[config.mk]
export PLATFORM = sky130hd
export DESIGN_NAME = rdp_prescaler
export DESIGN_NICKNAME = d
export VERILOG_FILES = /design/src/rtl/rdp_pkg.sv /design/src/rtl/rdp_gate_timer.sv /design/src/rtl/rdp_phase_ctrl.sv /design/src/rtl/rdp_accept_unit.sv /design/src/rtl/rdp_multi_guard.sv /design/src/rtl/rdp_prescaler.sv
export SDC_FILE = /design/constraint.sdc
export NUM_CORES = 1
export LEC_CHECK = 0
export ABC_AREA = 1
export ABC_CLOCK_PERIOD_IN_PS = 1500
export BUFFER_PORTS_ARGS = -buffer_cell sky130_fd_sc_hd__buf_4
export CORE_MARGIN = 2
export CORE_UTILIZATION = 55
export CTS_BUF_LIST = sky130_fd_sc_hd__clkbuf_2 sky130_fd_sc_hd__clkbuf_4 sky130_fd_sc_hd__clkbuf_8
export CTS_CLUSTER_DIAMETER = 120
export DETAILED_ROUTE_END_ITERATION = 12
export PLACE_DENSITY_LB_ADDON = 0.08
export SYNTH_ARGS = -nofsm -noshare
export SYNTH_HDL_FRONTEND = slang
export SYNTH_SLANG_ARGS = --single-unit
[constraint.sdc]
create_clock -name clk -period 1.5 [get_ports clk]
set_input_delay 0.15 -clock clk [delete_from_list [all_inputs] [get_ports clk]]
set_output_delay 0.15 -clock clk [all_outputs]
set_load 0.02 [all_outputs]
[src/rtl/rdp_pkg.sv]
package rdp_pkg;
  typedef enum logic {
    PH_HOLD = 1'b0,
    PH_WIN  = 1'b1
  } rdp_phase_e;
endpackage

[src/rtl/rdp_gate_timer.sv]
module rdp_gate_timer #(
  parameter int unsigned LEN = 8
) (
  input  logic clk,
  input  logic rst_n,
  input  logic run,
  input  logic abort,
  output logic expired
);
  localparam int unsigned CW = (LEN > 1) ? $clog2(LEN) : 1;
  localparam logic [CW-1:0] LAST = CW'(LEN - 1);

  logic [CW-1:0] cnt;

  always_comb expired = run && (cnt == LAST);

  always_ff @(posedge clk) begin
    if (!rst_n) begin
      cnt <= '0;
    end else if (!run || abort || expired) begin
      cnt <= '0;
    end else begin
      cnt <= cnt + 1'b1;
    end
  end

  // the count never runs past the phase length
  a_r3_count_bound: assert property (@(posedge clk) disable iff (!rst_n)
    cnt <= LAST);
  // an idle timer rests at zero
  a_r3_idle_zero: assert property (@(posedge clk) disable iff (!rst_n)
    !run |=> (cnt == '0) || run);
endmodule

[src/rtl/rdp_phase_ctrl.sv]
module rdp_phase_ctrl
  import rdp_pkg::*;
(
  input  logic       clk,
  input  logic       rst_n,
  input  logic       hold_done,
  input  logic       win_done,
  input  logic       accept,
  output rdp_phase_e phase
);
  rdp_phase_e phase_nxt;

  always_comb begin
    phase_nxt = phase;
    unique case (phase)
      PH_HOLD: if (hold_done) phase_nxt = PH_WIN;
      PH_WIN:  if (accept || win_done) phase_nxt = PH_HOLD;
      default: phase_nxt = PH_HOLD;
    endcase
  end

  always_ff @(posedge clk) begin
    if (!rst_n) phase <= PH_HOLD;
    else        phase <= phase_nxt;
  end

  // an accepted pulse closes the window on the next edge
  a_r5_accept_closes: assert property (@(posedge clk) disable iff (!rst_n)
    accept |=> phase == PH_HOLD);
  // a timed-out window returns to holdoff
  a_r3_timeout_closes: assert property (@(posedge clk) disable iff (!rst_n)
    (phase == PH_WIN && win_done) |=> phase == PH_HOLD);
  // holdoff only ends when its timer expires
  a_r2_hold_kept: assert property (@(posedge clk) disable iff (!rst_n)
    (phase == PH_HOLD && !hold_done) |=> phase == PH_HOLD);
endmodule

[src/rtl/rdp_accept_unit.sv]
module rdp_accept_unit (
  input  logic clk,
  input  logic rst_n,
  input  logic evt_pulse,
  input  logic win_open,
  output logic accept,
  output logic pass_pulse
);
  always_comb accept = evt_pulse && win_open;

  always_ff @(posedge clk) begin
    if (!rst_n) pass_pulse <= 1'b0;
    else        pass_pulse <= accept;
  end

  // nothing leaves while the window is shut
  a_r2_no_pass_closed: assert property (@(posedge clk) disable iff (!rst_n)
    !win_open |=> !pass_pulse);
  // the output is one cycle wide per accepted pulse
  a_r5_single_cycle: assert property (@(posedge clk) disable iff (!rst_n)
    pass_pulse |-> !$past(pass_pulse) || $past(accept, 1));
endmodule

[src/rtl/rdp_multi_guard.sv]
module rdp_multi_guard (
  input  logic clk,
  input  logic rst_n,
  input  logic win_open,
  input  logic accept,
  input  logic err_clear,
  output logic multi_err
);
  logic win_d;
  logic seen;
  logic open_rise;
  logic err_set;

  always_comb begin
    open_rise = win_open && !win_d;
    err_set   = accept && seen && !open_rise;
  end

  always_ff @(posedge clk) begin
    if (!rst_n) begin
      win_d     <= 1'b0;
      seen      <= 1'b0;
      multi_err <= 1'b0;
    end else begin
      win_d <= win_open;
      if (accept)         seen <= 1'b1;
      else if (open_rise) seen <= 1'b0;
      if (err_set)        multi_err <= 1'b1;
      else if (err_clear) multi_err <= 1'b0;
    end
  end

  // a window never passes a second pulse
  a_r9_one_per_window: assert property (@(posedge clk) disable iff (!rst_n)
    !multi_err);
  // the flag is sticky without a clear
  a_r9_sticky: assert property (@(posedge clk) disable iff (!rst_n)
    (multi_err && !err_clear) |=> multi_err);
endmodule

[src/rtl/rdp_prescaler.sv]
module rdp_prescaler
  import rdp_pkg::*;
#(
  parameter int unsigned HOLD_CYC = 1000,
  parameter int unsigned WIN_CYC  = 2000
) (
  input  logic clk,
  input  logic rst_n,
  input  logic evt_pulse,
  input  logic err_clear,
  output logic pass_pulse,
  output logic win_open,
  output logic hold_active,
  output logic multi_err
);
  rdp_phase_e phase;
  logic hold_done;
  logic win_done;
  logic accept;

  always_comb begin
    win_open    = (phase == PH_WIN);
    hold_active = (phase == PH_HOLD);
  end

  rdp_gate_timer #(.LEN(HOLD_CYC)) u_hold_tmr (
    .clk(clk), .rst_n(rst_n), .run(hold_active), .abort(1'b0),
    .expired(hold_done)
  );

  rdp_gate_timer #(.LEN(WIN_CYC)) u_win_tmr (
    .clk(clk), .rst_n(rst_n), .run(win_open), .abort(accept),
    .expired(win_done)
  );

  rdp_phase_ctrl u_ctrl (
    .clk(clk), .rst_n(rst_n), .hold_done(hold_done), .win_done(win_done),
    .accept(accept), .phase(phase)
  );

  rdp_accept_unit u_acc (
    .clk(clk), .rst_n(rst_n), .evt_pulse(evt_pulse), .win_open(win_open),
    .accept(accept), .pass_pulse(pass_pulse)
  );

  rdp_multi_guard u_guard (
    .clk(clk), .rst_n(rst_n), .win_open(win_open), .accept(accept),
    .err_clear(err_clear), .multi_err(multi_err)
  );

  // exactly one phase status is active
  a_r7_one_phase: assert property (@(posedge clk) disable iff (!rst_n)
    $countones({win_open, hold_active}) == 1);
  // an output coincides with holdoff having begun
  a_r5_out_in_hold: assert property (@(posedge clk) disable iff (!rst_n)
    pass_pulse |-> hold_active);
endmodule

# Word-level counts from Yosys, hierarchy flattened
# Cells that the tools add are included.
dict set report totals {
  output_inout_bits 4
  word_cells 37
  register_bits 26
}
dict set report op_classes {
  bitwise_logic 2
  add_sub_neg 2
  n_reduce_logical 17
  mux 7
  eq_ne 2
}
# op count
set op_table {}
lappend op_table {{adder 11 x 1 -> 11 bit, second input constant} 1}
lappend op_table {{== test 11 bit, second input constant} 1}
lappend op_table {{adder 10 x 1 -> 10 bit, second input constant} 1}
lappend op_table {{== test 10 bit, second input constant} 1}
lappend op_table {{logical AND 1 bit} 6}
lappend op_table {{two-way mux 1 bit} 6}
lappend op_table {{logical OR 1 bit} 4}
lappend op_table {{nonzero test 2 bit} 2}
lappend op_table {{OR reduction 2 bit} 2}
lappend op_table {{logical NOT 1 bit} 3}
lappend op_table {{inverter 1 bit} 2}
lappend op_table {{one-hot mux 1 bit (2 select lines)} 1}

# Logic depth before layout (Yosys ltp)
# Gate-level depths: netlist of run 1.
dict set report logic_depth {
  ltp_word 5
  mapped_depth 7
  ltp_nobuf 7
}

# Cells and area by module
# From an unflattened synthesis of run 1, not the netlist that was laid out.
dict set report unflattened {
  hier_cells 179
  area_unflattened_um2 1268.7
}
# module seq_area_each_um2 n_inst cells_per_inst area_each_um2
set modules_own_cells {}
lappend modules_own_cells {{rdp_gate_timer at u_win_tmr} 220.2 1 77 551.8}
lappend modules_own_cells {{rdp_gate_timer at u_hold_tmr} 200.2 1 72 513.0}
lappend modules_own_cells {rdp_multi_guard 60.1 1 17 118.9}
lappend modules_own_cells {rdp_phase_ctrl 20.0 1 6 40.0}
lappend modules_own_cells {rdp_accept_unit 20.0 1 5 37.5}
lappend modules_own_cells {rdp_prescaler 0.0 1 2 7.5}

# Worst setup path after synthesis of run 1
# No wires, ideal clock.
dict set report synth_timing {
  kind {register to register}
  startpoint {register u_win_tmr.cnt[0]}
  endpoint {register u_ctrl.phase}
  setup_slack_ps 340
  setup_time_ps 117
  path_stages_with_launch 7
  arrival_time_ps 1043
  required_ps 1383
  path_cell_list {dfxtp_1 > ha_1 > nand2_2 > nor2_4 > nand3_2 > nand2_4 > o21ai_2}
}
dict set report synth_via {
  elab_chain_cells 5
}
# element line
set synth_rtl {}
lappend synth_rtl {{from (decl)} rdp_gate_timer.sv:13} ;# logic [CW-1:0] cnt;
lappend synth_rtl {{from (signal assigned)} rdp_gate_timer.sv:23} ;# cnt <= cnt + 1'b1;
lappend synth_rtl {{== test 11 bit} rdp_gate_timer.sv:15} ;# always_comb expired = run && (cnt == LAST);
lappend synth_rtl {{logical AND 1 bit} rdp_gate_timer.sv:15}
lappend synth_rtl {{logical OR 1 bit} rdp_phase_ctrl.sv:17} ;# PH_WIN: if (accept || win_done) phase_nxt = PH_HOLD;
lappend synth_rtl {{two-way mux 1 bit} rdp_phase_ctrl.sv:17}
lappend synth_rtl {{one-hot mux 1 bit (2 select lines)} rdp_phase_ctrl.sv:15} ;# unique case (phase)
lappend synth_rtl {{to (signal assigned)} rdp_phase_ctrl.sv:24} ;# else phase <= phase_nxt;
lappend synth_rtl {{to (decl)} rdp_phase_ctrl.sv:9} ;# output rdp_phase_e phase
# Every way passes these cells.
# A chain may end at the register's enable or synchronous reset.

# Worst setup path in the final report of run 1
dict set report layout_timing {
  startpoint {register u_win_tmr.cnt[0]}
  endpoint {register u_win_tmr.cnt[5]}
}
dict set report layout_via {
  elab_chain_cells 4
  word_cells_on_any_way 5
  classes_between {add/sub: 1; eq/ne: 1; reduce/logical: 3}
}
# element
set layout_rtl {}
lappend layout_rtl {{branches (longest 4 deep; another with adder 11 x 1 -> 11 bit)}}
# Several ways; the timed one is not identified.

==> results of run 1 <==
[timing repair]
action	CTS	global route
resized for setup	0	0
setup buffers	0	0
hold endpoints to repair	0	1
hold buffers	0	1
[layer usage]
metal / part of all wire / track usage
met1: 0.50 / 0.187
met2: 0.47 / 0.303
met3: 0.021 / 0.0179
met5: 0 / 0
met4: 0.0057 / 0.0541
[flip-flops by register name, indices dropped and copies added, names as in the netlist]
name               count
u_guard.seen           1
u_hold_tmr.cnt        10
u_win_tmr.cnt         11
u_guard.multi_err      1
u_acc.pass_pulse       1
u_guard.win_d          1
u_ctrl.phase           1
[layout make-up]
class	count	area, um2	share of cell area
Clock buffer	3	22.5	0.0169
Inverter	20	75.1	0.0562
Clock inverter	1	30.0	0.0225
Sequential cell	26	520	0.390
Timing Repair Buffer	8	62.6	0.0469
Multi-Input combinational cell	103	591	0.442
Tap cell	27	33.8	0.0253
[power by group]
part	internal [W]	leakage [nW]	switching [W]
registers	0.000697	0.210	0.00000536
clock network	0.000270	0.0279	0.000196
logic	0.0000148	0.234	0.0000160
total	0.000982	0.472	0.000217
[cell usage in the layout (no fill, tap or decap)]
| cell | count |
|---|---|
| nor3_1 | 1 |
| dfxtp_1 | 26 |
| o32ai_1 | 1 |
| clkbuf_4 | 3 |
| xnor2_1 | 5 |
| nand3_2 | 4 |
| nand3b_1 | 1 |
| o21ai_0 | 1 |
| ha_1 | 2 |
| nor2_1 | 25 |
| nand2_4 | 1 |
| nand2_1 | 28 |
| bufinv_16 | 1 |
| o21ai_2 | 1 |
| nor2_2 | 3 |
| nor3b_1 | 1 |
| nand4_1 | 3 |
| buf_4 | 7 |
| nor2_4 | 4 |
| a21oi_2 | 2 |
| a21oi_1 | 4 |
| xor2_1 | 3 |
| nand3_4 | 1 |
| nand3_1 | 8 |
| dlygate4sd3_1 | 1 |
| inv_1 | 20 |
| nand2_2 | 4 |
[how the worst min path moves through the flow]
stage | start | end | slack, ns | depth (start not counted)
floorplan | err_clear | u_guard.multi_err | 0.27 | 1
global placement | err_clear | u_guard.multi_err | 0.35 | 2
detailed placement | err_clear | u_guard.multi_err | 0.36 | 2
CTS | err_clear | u_guard.multi_err | 0.002 | 2
global route | rst_n | u_guard.win_d | 0.11 | 3
finish | rst_n | u_guard.win_d | 0.11 | 3
[worst max-delay path: cells and delay by family, from the launching register on]
family | cells | cell delay, ns
simple gates | 5 | 0.56
flops | 1 | 0.39
fa+ha+maj | 1 | 0.22
[synthesized netlist by cell type, types with 2 or more instances]
cell type,number
xor2_1,3
nor2_1,25
nand2_1,28
nand4_1,3
nand2_2,4
inv_1,20
xnor2_1,5
a21oi_1,4
dfxtp_1,26
a21oi_2,2
nand3_1,8
nand3_2,4
nor2_2,3
nor2_4,4
ha_1,2
[logic make-up (layout without fill, tap and decap cells)]
logic type / after synthesis / after routing / share of synthesized area
DFF: 26 / 26 / 0.436
adders and majority gates: 2 / 2 / 0.0210
AOI/OAI and AO/OA: 9 / 9 / 0.0503
buffers and inverters: 21 / 32 / 0.0692
xor gates and xnor gates: 8 / 8 / 0.0587
and+or+nand+nor: 84 / 84 / 0.365
[per-stage QoR]
step | instance area [um2] | std cells | power (W) | hold WS (ns)
after global routing | 1340 | 188 | 0.00124 | 0.109
final | 1340 | 188 | 0.00120 | 0.108
after CTS | 1330 | 187 | 0.00122 | 0.00231
after global placement | 1270 | 183 | 0.000746 | 0.355
after floorplan | 1190 | 150 | 0.000734 | 0.268
after detailed placement | 1270 | 183 | 0.000747 | 0.357
==> results.yml, run 1 <==
clock_network:
  cts_buffer_depth: 2
  cts_tree: "built"
  clk-insertion-delay-late_ns: 0.31
  numCtsBuffers: 3
  htree_levels: 1
  cts_root_buf: "clkbuf_4"
  cts.sink_count: 26
  clk_pin_slew_worst_paths_ns: 0.14
place:
  dpl.hpwl_mm: 1.33
  port-buffer-count: 7
  gp_congestion: 0.801
  dp_slack_ns: 0.231
synth:
  ys_seq_area_frac: 0.436
  synthTopCellsByArea: "dfxtp_1, nand2_1, nor2_1, inv_1, nor2_4"
  synth_edf_count: 0
  synthCells: 150
  syn_avg_cell_area_um2: 7.96
  synth_nets: 156
  synthArstFlopShare: 0
  netlist_area_mm2: 0.00119
  yosys.cell_types.count: 24
  synth_top_area_frac: 0.436
  synth-seq-cells: 26
  synthFlopType: "dfxtp_1"
  ys.warnings.count: 0
  synth.largest_area_cell: "dfxtp_1"
setup_path:
  r2r_cells: 6
  cp.required_ns: 1.72
  critPathLaunch: "u_win_tmr.cnt[0]"
  cp-end-kind: "flop"
  reg2reg_to: "u_win_tmr.cnt[5]"
  start_kind: "flop"
  path_cells: "ha_1 > nand2_2 > nor2_4 > nand3_2 > nand2_4 > nor2_1"
  cpMaxStageDelayCell: "dfxtp_1"
  worstSetupEndpoint: "u_win_tmr.cnt[5]"
  r2r_slack_ns: 0.24
  path_class: "reg2reg"
  r2r-start: "u_win_tmr.cnt[0]"
  path_max_fanout: 10
  critPathMaxStageDelay_ns: 0.39
  cp_data_arrival_time_ns: 1.48
hold_path:
  hold_class: "in2reg"
floorplanning:
  die_h_um: 50.6
  die_area_mm2: 0.00256
  row_count: 16
  die_w_um: 50.6
  io_pins: 8
  core-area_mm2: 0.00200
  start_util: 0.596
sta:
  finClkSkew_ns: 0.00609
  finalCritPeriodShare: 0.842
  tns_ns: 0
  setup_viol: 0
  fmax_ghz: 0.791
  timing.slew.headroom: 0.812
  worstMarginPinSlew_ns: 0.282
  fin_ws_ns: 0.236
  slew_viol_final: 0
  period_minus_slack_ns: 1.26
  rsz0062_at_grt: "false"
  hold_viol: 0
drt:
  vias: 885
  firstDrtPassIters: 4
  wire_per_inst_um: 9.28
  route.detailed.drc: 0
  drtIter0Drc: 4
  postRouteAntennaNets: 0
  via_per_inst: 4.71
  routed_wl_mm: 1.74
global_route:
  grt_pass1_vias: 849
  grt_pass1_wl_mm: 3.22
  grt_max_degree: 16
  grtUsageTotal: 0.161
  grt_overflow: 0
  antenna_found_initial: 0
cells_and_area:
  drive_gt1_frac: 0.193
  fill_cells: 177
  postLayoutCoreUtil: 0.667
  area_growth_pct: 11.8
  nets: 168
  antenna_cells: 0
pwr:
  p_leak_nw: 0.472
  power.density_mw_per_mm2: 898
  vdd_drop_max_v: 0.000596
job:
  drv_cap: 0
run_status:
  outcome: "finished clean"
No activity file was read; power rests on OpenSTA's default activity.
==> inputs of run 2 (changes only) <==
--- a/config.mk
+++ b/config.mk
@@ -6,7 +6,7 @@
 export NUM_CORES = 1
 export LEC_CHECK = 0
 export ABC_AREA = 1
-export ABC_CLOCK_PERIOD_IN_PS = 1500
+export ABC_CLOCK_PERIOD_IN_PS = 1260
 export BUFFER_PORTS_ARGS = -buffer_cell sky130_fd_sc_hd__buf_4
 export CORE_MARGIN = 2
 export CORE_UTILIZATION = 55
==> constraint.sdc (replaced) <==
create_clock -name clk -period 1.26 [get_ports clk]
set_input_delay 0.126 -clock clk [delete_from_list [all_inputs] [get_ports clk]]
set_output_delay 0.126 -clock clk [all_outputs]
set_load 0.02 [all_outputs]
==> run 2 against run 1 <==
Against the previous run: power rose by 0.74%; via count rose by 3.6%; cell count rose by 1.6%; first-iteration DRC count rose to 3.3 times the previous value.
==> results.yml, run 2 (synthesized netlist as in run 1, its figures left out) <==
sta:
  slew_viol_final: 0
  finalCritPeriodShare: 0.953
  timing.slew.headroom: 0.780
  setup_viol: 0
  period_minus_slack_ns: 1.20
  hold_viol: 0
  rsz0062_at_grt: "true"
  tns_ns: 0
  worstMarginPinSlew_ns: 0.327
  finClkSkew_ns: 0.00803
  fmax_ghz: 0.833
clock_network:
  post_cts_buffers: 0
  cts_root_buf: "clkbuf_4"
  cts_tree: "built"
  cts_buffer_depth: 2
  clk-insertion-delay-late_ns: 0.30
  hold_buffers: 0
  clk_pin_slew_worst_paths_ns: 0.13
  htree_levels: 1
  numCtsBuffers: 3
  cts.sink_count: 26
place:
  dpl.hpwl_mm: 1.53
  dpl-instance-area_mm2: 0.00130
  gp_congestion: 0.763
  port-buffer-count: 7
drt:
  wire_per_inst_um: 10.4
  firstDrtPassIters: 5
  vias: 917
  via_per_inst: 4.80
  route.detailed.drc: 0
  postRouteAntennaNets: 0
  drtIter0Drc: 13
  routed_wl_mm: 1.98
setup_path:
  cp-end-kind: "flop"
  start_kind: "flop"
  cp_data_arrival_time_ns: 1.40
  path_max_fanout: 5
  path_class: "reg2reg"
  cp.required_ns: 1.46
cells_and_area:
  regMostFlops: "u_win_tmr.cnt"
  final_cell_mix: "nand2_1, nor2_1, dfxtp_1"
  antenna_cells: 0
  area_growth_pct: 13.6
  final_area_mm2: 0.00136
  nets: 172
  drive_gt1_frac: 0.238
  largest_register_ffs: 11
  final_common_cell: "nand2_1"
  reg_top3: "u_win_tmr.cnt x11, u_hold_tmr.cnt x10"
floorplanning:
  start_util: 0.596
  core-area_mm2: 0.00200
  row_count: 16
  die_w_um: 50.6
  io_pins: 8
  die_area_mm2: 0.00256
  die_h_um: 50.6
pwr:
  p_sw_frac: 0.205
  power.density_mw_per_mm2: 891
  clockPowerShare: 0.275
  power_w: 0.00121
  seq_power_share: 0.693
  comb_power_share: 0.033
  p_int_w: 0.000961
  p_leak_nw: 0.475
  p_sw_w: 0.000248
  vdd_drop_max_v: 0.000917
global_route:
  grtUsageTotal: 0.173
  grt_pass1_vias: 877
  grt_pass1_wl_mm: 3.43
  antenna_found_initial: 0
  grt_max_degree: 14
  grt_overflow: 0
hold_path:
  hold_class: "in2reg"
job:
  drv_cap: 0
run_status:
  outcome: "finished clean"
[run 2: metal layers]
| metal | GRT usage | vias up | share of wire |
|---|---|---|---|
| met2 | 0.322 | 10 | 0.49 |
| li1 | - | 497 | - |
| met5 | 0 | - | 0 |
| met3 | 0.0268 | 2 | 0.032 |
| met1 | 0.206 | 408 | 0.47 |
| met4 | 0.0405 | 0 | 0.0061 |
[run 2: path summary, 6_finish.rpt]
kind,start,to,slack [ns],cells past startpoint
hold reg to reg,u_guard.multi_err,u_guard.multi_err,0.50,2
setup / recovery,u_win_tmr.cnt[0],u_win_tmr.cnt[2],0.06,6
setup reg to reg,u_win_tmr.cnt[0],u_win_tmr.cnt[2],0.06,6
hold / removal,err_clear,u_guard.multi_err,0.007,2
[run 2: power by group through the flow]
stage | sequential (W) | clock [W] | combinational (W)
after floorplan | 0.000854 | 0 | 0.0000197
after global placement | 0.000854 | 0 | 0.0000383
after detailed placement | 0.000855 | 0 | 0.0000395
after CTS | 0.000836 | 0.000342 | 0.0000399
after global routing | 0.000840 | 0.000366 | 0.0000450
final | 0.000837 | 0.000332 | 0.0000396
[run 2: timing repair]
| item | 4_1_cts | 5_1_grt |
|---|---|---|
| endpoints found under the setup margin | 0 | 18 |
| gates resized for setup | 0 | 7 |
| endpoints found under the hold margin | 0 | 0 |
[run 2: area by class of cell]
type                            count  area, um2
Clock buffer                        3       22.5
Tap cell                           27       33.8
Timing Repair Buffer               11       82.6
Fill cell                         181        646
Multi-Input combinational cell    104        619
Sequential cell                    26        523
Inverter                           20       75.1
[run 2: critical path, stage by stage, from the launching register on]
cell     delay [ns]
dfxtp_1        0.36
ha_2           0.20
nand2_2        0.09
nor2_4         0.13
nand3_4        0.13
nand2_4        0.14
nor2_1         0.05
[run 2: stage by stage]
stage | setup slack, ns | util | cells | hold slack (ns)
after floorplan | 0.100 | - | 150 | 0.244
after global placement | 0.0779 | 0.651 | 187 | 0.332
after detailed placement | 0.0343 | 0.651 | 187 | 0.346
after CTS | 0.0223 | 0.662 | 190 | 0.00725
after global routing | -0.0276 | 0.678 | 191 | 0.00903
final | 0.0598 | 0.678 | 191 | 0.00724
